`config.mk`:
```
export PLATFORM = sky130hd
export DESIGN_NAME = branch_guess_unit
export DESIGN_NICKNAME = d
export VERILOG_FILES = /design/src/rtl/bgu_pkg.sv /design/src/rtl/bgu_counter_table.sv /design/src/rtl/bgu_target_buffer.sv /design/src/rtl/branch_guess_unit.sv
export SDC_FILE = /design/constraint.sdc
export NUM_CORES = 2
export LEC_CHECK = 0
export ABC_AREA = 1
export BUFFER_PORTS_ARGS = -buffer_cell sky130_fd_sc_hd__buf_2
export CORE_MARGIN = 5
export CORE_UTILIZATION = 62
export DETAILED_ROUTE_END_ITERATION = 6
export PLACE_DENSITY = 0.82
export RECOVER_POWER = 50
export SETUP_SLACK_MARGIN = 0.5
export SYNTH_ARGS = -nofsm -noshare
export SYNTH_HDL_FRONTEND = slang
export SYNTH_SLANG_ARGS = --single-unit
```
`constraint.sdc`:
```
create_clock -name clk -period 3.24 [get_ports clk]
set_input_delay 0.486 -clock clk [delete_from_list [all_inputs] [get_ports clk]]
set_output_delay 0.486 -clock clk [all_outputs]
set_load 0.02 [all_outputs]
```
`src/rtl/bgu_pkg.sv`:
```
package bgu_pkg;

    typedef enum logic [1:0] {
        CTR_STRONG_NT = 2'b00,
        CTR_WEAK_NT   = 2'b01,
        CTR_WEAK_T    = 2'b10,
        CTR_STRONG_T  = 2'b11
    } ctr_t;

    localparam ctr_t CTR_RESET = CTR_WEAK_NT;

    function automatic ctr_t ctr_step(input ctr_t cur, input logic went);
        ctr_t nxt;
        case (cur)
            CTR_STRONG_NT: nxt = went ? CTR_WEAK_NT  : CTR_STRONG_NT;
            CTR_WEAK_NT:   nxt = went ? CTR_WEAK_T   : CTR_STRONG_NT;
            CTR_WEAK_T:    nxt = went ? CTR_STRONG_T : CTR_WEAK_NT;
            default:       nxt = went ? CTR_STRONG_T : CTR_WEAK_T;
        endcase
        return nxt;
    endfunction

endpackage

```
`src/rtl/bgu_counter_table.sv`:
```
module bgu_counter_table
    import bgu_pkg::*;
#(
    parameter int ENTRIES = 64,
    localparam int IDX_W = $clog2(ENTRIES)
) (
    input  logic             clk,
    input  logic             rst_n,
    input  logic [IDX_W-1:0] rd_idx,
    output logic             rd_taken,
    input  logic             wr_en,
    input  logic [IDX_W-1:0] wr_idx,
    input  logic             wr_taken
);

    typedef struct packed {
        ctr_t [ENTRIES-1:0] ctr;
    } cnt_state_t;

    cnt_state_t state_d, state_q;

    always_comb begin
        state_d = state_q;
        if (wr_en) begin
            state_d.ctr[wr_idx] = ctr_step(state_q.ctr[wr_idx], wr_taken);
        end
    end

    always_ff @(posedge clk) begin
        if (!rst_n) begin
            for (int i = 0; i < ENTRIES; i++) begin
                state_q.ctr[i] <= CTR_RESET;
            end
        end else begin
            state_q <= state_d;
        end
    end

    assign rd_taken = state_q.ctr[rd_idx][1];

    // saturation at the top
    p_sat_hi_r2: assert property (@(posedge clk) disable iff (!rst_n)
        (wr_en && wr_taken && state_q.ctr[wr_idx] == CTR_STRONG_T)
        |=> state_q.ctr[$past(wr_idx)] == CTR_STRONG_T);

    // saturation at the bottom
    p_sat_lo_r2: assert property (@(posedge clk) disable iff (!rst_n)
        (wr_en && !wr_taken && state_q.ctr[wr_idx] == CTR_STRONG_NT)
        |=> state_q.ctr[$past(wr_idx)] == CTR_STRONG_NT);

    // counters move only on a report
    p_hold_idle_r2: assert property (@(posedge clk) disable iff (!rst_n)
        !wr_en |=> $stable(state_q));

endmodule

```
`src/rtl/bgu_target_buffer.sv`:
```
module bgu_target_buffer #(
    parameter int PC_W    = 32,
    parameter int ENTRIES = 16,
    localparam int IDX_W  = $clog2(ENTRIES),
    localparam int TAG_W  = PC_W - 2 - IDX_W
) (
    input  logic             clk,
    input  logic             rst_n,
    input  logic [IDX_W-1:0] rd_idx,
    input  logic [TAG_W-1:0] rd_tag,
    output logic             rd_hit,
    output logic [PC_W-1:0]  rd_target,
    input  logic             wr_en,
    input  logic [IDX_W-1:0] wr_idx,
    input  logic [TAG_W-1:0] wr_tag,
    input  logic [PC_W-1:0]  wr_target
);

    typedef struct packed {
        logic             valid;
        logic [TAG_W-1:0] tag;
        logic [PC_W-1:0]  target;
    } slot_t;

    typedef struct packed {
        slot_t [ENTRIES-1:0] slot;
    } btb_state_t;

    btb_state_t state_d, state_q;

    always_comb begin
        state_d = state_q;
        if (wr_en) begin
            state_d.slot[wr_idx].valid  = 1'b1;
            state_d.slot[wr_idx].tag    = wr_tag;
            state_d.slot[wr_idx].target = wr_target;
        end
    end

    always_ff @(posedge clk) begin
        if (!rst_n) begin
            for (int i = 0; i < ENTRIES; i++) begin
                state_q.slot[i] <= '0;
            end
        end else begin
            state_q <= state_d;
        end
    end

    assign rd_hit    = state_q.slot[rd_idx].valid && (state_q.slot[rd_idx].tag == rd_tag);
    assign rd_target = state_q.slot[rd_idx].target;

    // a write leaves a valid entry holding the written tag and target
    p_alloc_r5: assert property (@(posedge clk) disable iff (!rst_n)
        wr_en |=> (state_q.slot[$past(wr_idx)].valid
                   && state_q.slot[$past(wr_idx)].tag == $past(wr_tag)
                   && state_q.slot[$past(wr_idx)].target == $past(wr_target)));

    // without a write the buffer keeps its contents
    p_keep_r6: assert property (@(posedge clk) disable iff (!rst_n)
        !wr_en |=> $stable(state_q));

endmodule

```
`src/rtl/branch_guess_unit.sv`:
```
module branch_guess_unit #(
    parameter int PC_W        = 32,
    parameter int CNT_ENTRIES = 64,
    parameter int BTB_ENTRIES = 16
) (
    input  logic            clk,
    input  logic            rst_n,
    input  logic [PC_W-1:0] fetch_pc,
    output logic            pred_hit,
    output logic            pred_taken,
    output logic            pred_redirect,
    output logic [PC_W-1:0] pred_next_pc,
    input  logic            upd_valid,
    input  logic [PC_W-1:0] upd_pc,
    input  logic            upd_taken,
    input  logic [PC_W-1:0] upd_target,
    input  logic            upd_mispredict,
    output logic            flush_req
);

    localparam int CNT_IDX_W = $clog2(CNT_ENTRIES);
    localparam int BTB_IDX_W = $clog2(BTB_ENTRIES);
    localparam int TAG_W     = PC_W - 2 - BTB_IDX_W;
    localparam int CNT_HI    = CNT_IDX_W + 1;
    localparam int BTB_HI    = BTB_IDX_W + 1;

    logic            cnt_taken;
    logic            btb_hit;
    logic [PC_W-1:0] btb_target;
    logic [1:0]      upd_low_unused;

    assign upd_low_unused = upd_pc[1:0];

    bgu_counter_table #(
        .ENTRIES (CNT_ENTRIES)
    ) u_counters (
        .clk      (clk),
        .rst_n    (rst_n),
        .rd_idx   (fetch_pc[CNT_HI:2]),
        .rd_taken (cnt_taken),
        .wr_en    (upd_valid),
        .wr_idx   (upd_pc[CNT_HI:2]),
        .wr_taken (upd_taken)
    );

    bgu_target_buffer #(
        .PC_W    (PC_W),
        .ENTRIES (BTB_ENTRIES)
    ) u_targets (
        .clk       (clk),
        .rst_n     (rst_n),
        .rd_idx    (fetch_pc[BTB_HI:2]),
        .rd_tag    (fetch_pc[PC_W-1:BTB_HI+1]),
        .rd_hit    (btb_hit),
        .rd_target (btb_target),
        .wr_en     (upd_valid && upd_taken),
        .wr_idx    (upd_pc[BTB_HI:2]),
        .wr_tag    (upd_pc[PC_W-1:BTB_HI+1]),
        .wr_target (upd_target)
    );

    assign pred_hit      = btb_hit;
    assign pred_taken    = cnt_taken;
    assign pred_redirect = btb_hit && cnt_taken;
    assign pred_next_pc  = pred_redirect ? btb_target : fetch_pc + PC_W'(4);
    assign flush_req     = upd_valid && upd_mispredict;

    // a redirect always points at a cached target, never the sequential address
    p_redirect_src_r8: assert property (@(posedge clk) disable iff (!rst_n)
        pred_redirect |-> (pred_next_pc == btb_target));

    initial begin
        a_tag_width_r5: assert (TAG_W > 0);
    end

endmodule

```
Word-level counts from Yosys, hierarchy flattened
Index checks and enable logic that the tools add are counted.
Word-level totals
  output and inout port bits: 36
  flip-flop bits (word level): 1072
  ROM bits: 0
  word-level logic and storage cells: 154
  latch bits: 0
  RAM bits: 0
  memories kept: 0
  bits of input ports: 101
Operators by class
  add/subtract/negate cells: 1
  div/mod/pow operators: 0
  reductions and logical operators: 7
  shift-type cells: 0
  $mul: 0
  mux-type cells: 25
  equality and inequality tests: 3
  bitwise gates (word level): 0
  order comparisons: 6
Operator list (count)
  944-bit bitwise mux: 3
  59-bit demux with 4-bit select: 3
  59-bit binary-select mux with 4-bit select: 1
  128-bit bitwise mux: 1
  59-bit two-way mux: 2
  32-bit two-way mux: 2
  58-bit two-way mux: 1
  32-bit by 3-bit adder with 32-bit output, second input constant: 1
  26-bit equality test: 1
  2-bit binary-select mux with 6-bit select: 2
  6-bit by 7-bit less-than comparator with 1-bit output, second input constant: 2
  2-bit demux with 6-bit select: 1
  2-bit two-way mux: 6
  4-bit by 5-bit less-than comparator with 1-bit output, second input constant: 2
  6-bit by 1-bit >= comparator with 1-bit output, second input constant: 1
  1-bit logical AND: 6
  2-bit case mux with 3 select lines: 1
  4-bit by 1-bit >= comparator with 1-bit output, second input constant: 1
  2-bit by 1-bit equality test with 1-bit output, second input constant: 1
  2-bit equality test, second input constant: 1
  2-bit logical NOT: 1
  1-bit two-way mux: 2

Longest topological paths before layout
  depth in word-level cells: 7
  mapped depth: 22
  depth with buffers taken out: 19

Hierarchy
Synthesis repeated with hierarchy kept, for this count alone.
Unflattened totals
  cell total of the unflattened synthesis: 7600
  area total of the unflattened synthesis: 50340.8 µm²
Modules (own cells, without submodules)
  bgu_target_buffer: instances 1, area an instance 41501.1 µm², cells an instance 6032, sequential area each 18898.1 µm²
  bgu_counter_table: instances 1, area an instance 7617.3 µm², cells an instance 1294, sequential area each 2562.5 µm²
  branch_guess_unit: instances 1, area an instance 1222.4 µm², cells an instance 274, sequential area each 0.0 µm²

Worst setup path before layout
No wires, ideal clock.
  kind: input to output
  from: input port fetch_pc[3]
  to: output port pred_next_pc[7]
  arrival: 2.371 ns
  buffers on the path: 6
  cell stages on the path: 12
  data required time: 2.754 ns
  slack: 0.383 ns
  cells stage by stage: buf_2 > inv_2 > buf_4 > buf_2 > buf_2 > buf_4 > clkbuf_1 > o21ai_0 > o221ai_1 > o211a_1 > a221oi_1 > o21ai_1
Between the ends
  longest elaborated chain between the ends: 6
  elaborated cells on any way between the ends: 9
  those cells by class: add/sub (1); eq/ne (1); mux (5); reduce/logical (2)
RTL lines
  start: declaration: RTL line branch_guess_unit.sv:8  | input logic [PC_W-1:0] fetch_pc,
  59-bit binary-select mux with 4-bit select: RTL line bgu_target_buffer.sv:50, bgu_target_buffer.sv:51
  59-bit two-way mux (implied by the code): RTL line bgu_target_buffer.sv:50  | assign rd_hit = state_q.slot[rd_idx].valid && (state_q.slot[rd_idx].tag == rd_tag);
  26-bit equality test: RTL line bgu_target_buffer.sv:50
  1-bit logical AND: RTL line bgu_target_buffer.sv:50
  1-bit logical AND: RTL line branch_guess_unit.sv:64  | assign pred_redirect = btb_hit && cnt_taken;
  32-bit two-way mux *: RTL line branch_guess_unit.sv:65  | assign pred_next_pc = pred_redirect ? btb_target : fetch_pc + PC_W'(4);
  end: declaration: RTL line branch_guess_unit.sv:12  | output logic [PC_W-1:0] pred_next_pc,
Mark *: on every way between the ends. The rest lies on a longest branch, timed or not. The select of a mux whose other input is x is not followed.

Worst setup path after layout
  from: register u_targets.state_q[643] in the netlist's numbering
  to: output port pred_next_pc[22]
Between the ends
  longest elaborated chain between the ends: 6
RTL lines
  start: declaration: RTL line bgu_target_buffer.sv:29  | btb_state_t state_d, state_q;
  start signal: assignment: RTL line bgu_target_buffer.sv:46  | state_q <= state_d;
  59-bit binary-select mux with 4-bit select: RTL line bgu_target_buffer.sv:50
  59-bit two-way mux
  26-bit equality test: RTL line bgu_target_buffer.sv:50
  1-bit logical AND: RTL line bgu_target_buffer.sv:50
  1-bit logical AND: RTL line branch_guess_unit.sv:64
  32-bit two-way mux: RTL line branch_guess_unit.sv:65
No other way between the ends. The select of a mux whose other input is x is not followed.

==> reports/summary.txt <==
Distinct cells, synth: 37
Clock Path Buffers: 3
Rows: 103
Levels on crit path: 20
Max-Slew Margin vs Limit: -71.16%
# fillers: 6232
Minimum clock period: 3.513 ns
Worst min path class: in2reg
CTS tree: done
Top cell by count, worst path: nand2_2
Final Util: 72.68%
Cell family with the largest share of critical-path delay: simple AND/OR/NAND/NOR gates
Worst setup margin: -0.2725 ns
Crit path cell chain: nor2_2, nor2_1, nand2_1, nand2_2, nand2_2, nand2_2, inv_2, nand2_2, nand2_2, nand2_1, nor2_1, nand2_1, nor2_1, nand2_1, nor2_4, buf_12, buf_16, nand3_2, nand2_2, buf_4
Post-place setup slack: -0.4791 ns
Startpoint Class: flop
First-pass GRT wire length: 269.2 mm
Initial core utilization: 62.72%
Detailed Routing Iterations Pass 1: 7
Synth Register Bits: 1072
Non-Filler Instances: 8661
Layout Skew: 0.02536 ns
Mapped Cells: 7547
Max incr delay on CP: 0.32 ns
WHS: 0.2569 ns
Die Y: 293.1 um
Reg2reg start: u_counters.state_q[53]
CTS Hold Bufs: 0
Leakage dissipation: 23.07 nW
Routed Wire Length: 182.1 mm
Design Area, Final: 57610 sq um
Slowest CP cell: dfxtp_2
Worst path bufs/invs: 4
Root Driver: clkbuf_16
Setup_tns: -6.413 ns
Vias in the first global route: 47200
CTS Buf Count: 110
Final nets: 7599
Cell Area, Synth: 49710 sq um
Synth Warn #: 0
Core area: 79260 sq um
R2r endpoint: u_counters.state_q[102]
Clock slew seen by the registers of the worst setup and hold paths: 0.06 ns
Layout area overhead: 15.89%
Worst IR Drop VDD: 0.0004379 V
Antenna violations before repair: 22
Reg2Reg Setup Slack: 1.08 ns
DR WL/cell: 21.03 um
Syn avg cell area: 6.586 sq um
Global route total overflow: 0
Worst Setup EP: pred_next_pc[22]
Clock latency on the worst-skew pair: 0.68 ns
Gr usage total: 39.06%
Max Slew Vio Count: 429
Violated checks: design-rule violations, max-capacitance violations, max-slew violations, negative setup slack
Endpoints failing setup: 36
FF-to-FF path depth: 13
Clk sinks: 1072
IO Pins: 137
Placed Cells: 8393
Critical path class: reg2out
Status: finished, violations left
CP Data Arrival Time: 3.03 ns
RSZ-0062 raised after global routing: true
Port bufs: 134
DIE WIDTH: 293.1 um
Via/cell ratio: 6.142
Worst setup path startpoint: u_targets.state_q[643]
Largest net degree at the start of global routing: 274
Power Total: 29.64 mW
Remaining antenna violation count: 0
GP Congestion: 0.9894
Period Utilization, post-route: 108.4%
Crit-path max FO: 8
Total number of vias: 53200
Post-synthesis sequential area ratio: 43.17%
Net Count, Synth: 7649
MaxCap Viol Count: 4
Dpl cell area: 52270 sq um
CTS H-Tree Depth: 3
Crit. End Element: output port
Remaining DRCs: 54
Critical Path RT: 2.75 ns
HPWL Detailed: 103.0 mm
Initial DRC count: 8582
Max frequency: 0.2847 GHz
Final hold violation count: 0
Share of layout cells above drive strength 1: 10.92%
Die area: 85930 sq um
Worst Tran Pin Value: 2.567 ns
Power Density: 514.6 nW/um^2
==> how the worst min path moves through the flow <==
stage	startpoint	endpoint	depth (start not counted)
floorplan	u_targets.state_q[100]	u_targets.state_q[100]	2
global placement	u_targets.state_q[920]	u_targets.state_q[920]	2
detailed placement	u_targets.state_q[588]	u_targets.state_q[588]	2
CTS	rst_n	u_targets.state_q[384]	3
global route	upd_target[22]	u_targets.state_q[258]	3
finish	upd_target[12]	u_targets.state_q[248]	3
==> metal layers <==
metal / track usage (%) / wire length [um] / vias up
li1: - / - / 24300
met1: 50.09 / 65720 / 24250
met2: 59.96 / 79310 / 3753
met3: 8.655 / 24410 / 892
met4: 24.76 / 12670 / 2
met5: 0 / 12 / -
==> cell usage in the layout (no fill, tap or decap), types with 5 or more instances in the layout <==
cell type and n:
a22oi_1 32, buf_4 183, xor2_4 5, clkbuf_2 17, clkinv_1 6, clkinv_2 29, dfxtp_2 7, buf_12 64
o21ai_1 36, o221ai_1 44, buf_6 48, inv_1 564, nand3_1 292, inv_2 23, nand3_4 20, clkbuf_16 116
nand3_2 46, nand4_1 8, clkbuf_1 43, dfxtp_1 1065, nor3_1 10, nor2_1 1959, buf_16 12, o21ai_0 1312
o211ai_1 14, nand2_2 62, o22ai_1 115, diode_2 22, nand2_4 23, nor2_2 14, clkbuf_4 7, bufinv_16 6
buf_2 90, nand2_1 773, a21oi_1 453, clkbuf_8 24, xor2_1 19
==> final cells by class <==
| type | instances | area [sq um] | area share [%] |
|---|---|---|---|
| Sequential cell | 1072 | 21470 | 37.27 |
| Clock buffer | 165 | 3221 | 5.591 |
| Clock inverter | 39 | 376.6 | 0.6538 |
| Multi-Input combinational cell | 5272 | 24550 | 42.62 |
| Inverter | 599 | 2271 | 3.942 |
| Tap cell | 1050 | 1314 | 2.281 |
| Timing Repair Buffer | 442 | 4350 | 7.552 |
| Antenna cell | 22 | 55.05 | 0.09557 |
==> Yosys cell counts (all sizes together) <==
master | instances | share of area [%]
nor3 | 12 | 0.14
a22oi | 32 | 0.48
ha | 1 | 0.025
a21oi | 455 | 4.6
o21ai | 1351 | 14
dfxtp | 1072 | 43
inv | 588 | 4.4
a31oi | 4 | 0.050
o221ai | 44 | 0.78
o22ai | 116 | 1.5
a221oi | 3 | 0.053
nand4 | 8 | 0.10
nand2 | 858 | 6.5
o211ai | 14 | 0.21
nand3 | 358 | 3.6
a22o | 4 | 0.070
clkbuf | 440 | 3.3
nor2 | 1977 | 15
clkinv | 11 | 0.083
buf | 165 | 1.7
nor4b | 1 | 0.018
nand3b | 1 | 0.015
xor2 | 27 | 0.48
o211a | 2 | 0.040
nor4 | 3 | 0.050
==> state kept, by name (all words and copies together) (netlist names) <==
| name | cells |
|---|---|
| u_targets.state_q | 944 |
| u_counters.state_q | 128 |
==> report_power, final <==
part,total (mW),internal (mW),switching [mW]
clock,12.8,7.33,5.45
combinational,3.45,1.13,2.32
sequential,13.4,13.3,0.0709
==> tightest hold or removal path: stages <==
cell,delay [ns]
buf_2,0.18
o21ai_0,0.18
nor2_1,0.04
==> repair_timing <==
action | 4_1_cts | 5_1_grt
setup endpoints to repair | 35 | 35
gates cloned | 7 | 6
buffers inserted | 11 | 18
resized for setup | 164 | 171
pin swaps | 15 | 57
==> kinds of logic (layout without fill, tap and decap cells) <==
| group | count (synthesis) | count (layout) | share of synthesized area (%) |
|---|---|---|---|
| AO/OA/AOI/OAI | 2025 | 2025 | 21.33 |
| buffers and inverters | 1204 | 1245 | 9.540 |
| XOR/XNOR | 27 | 27 | 0.4758 |
| flip-flops | 1072 | 1072 | 43.17 |
| AND/OR/NAND/NOR | 3218 | 3219 | 25.46 |
| other | 0 | 22 | 0 |
| adder cells (fa/ha/maj) | 1 | 1 | 0.02517 |
Note: power is estimated with default switching activity, not from simulation.
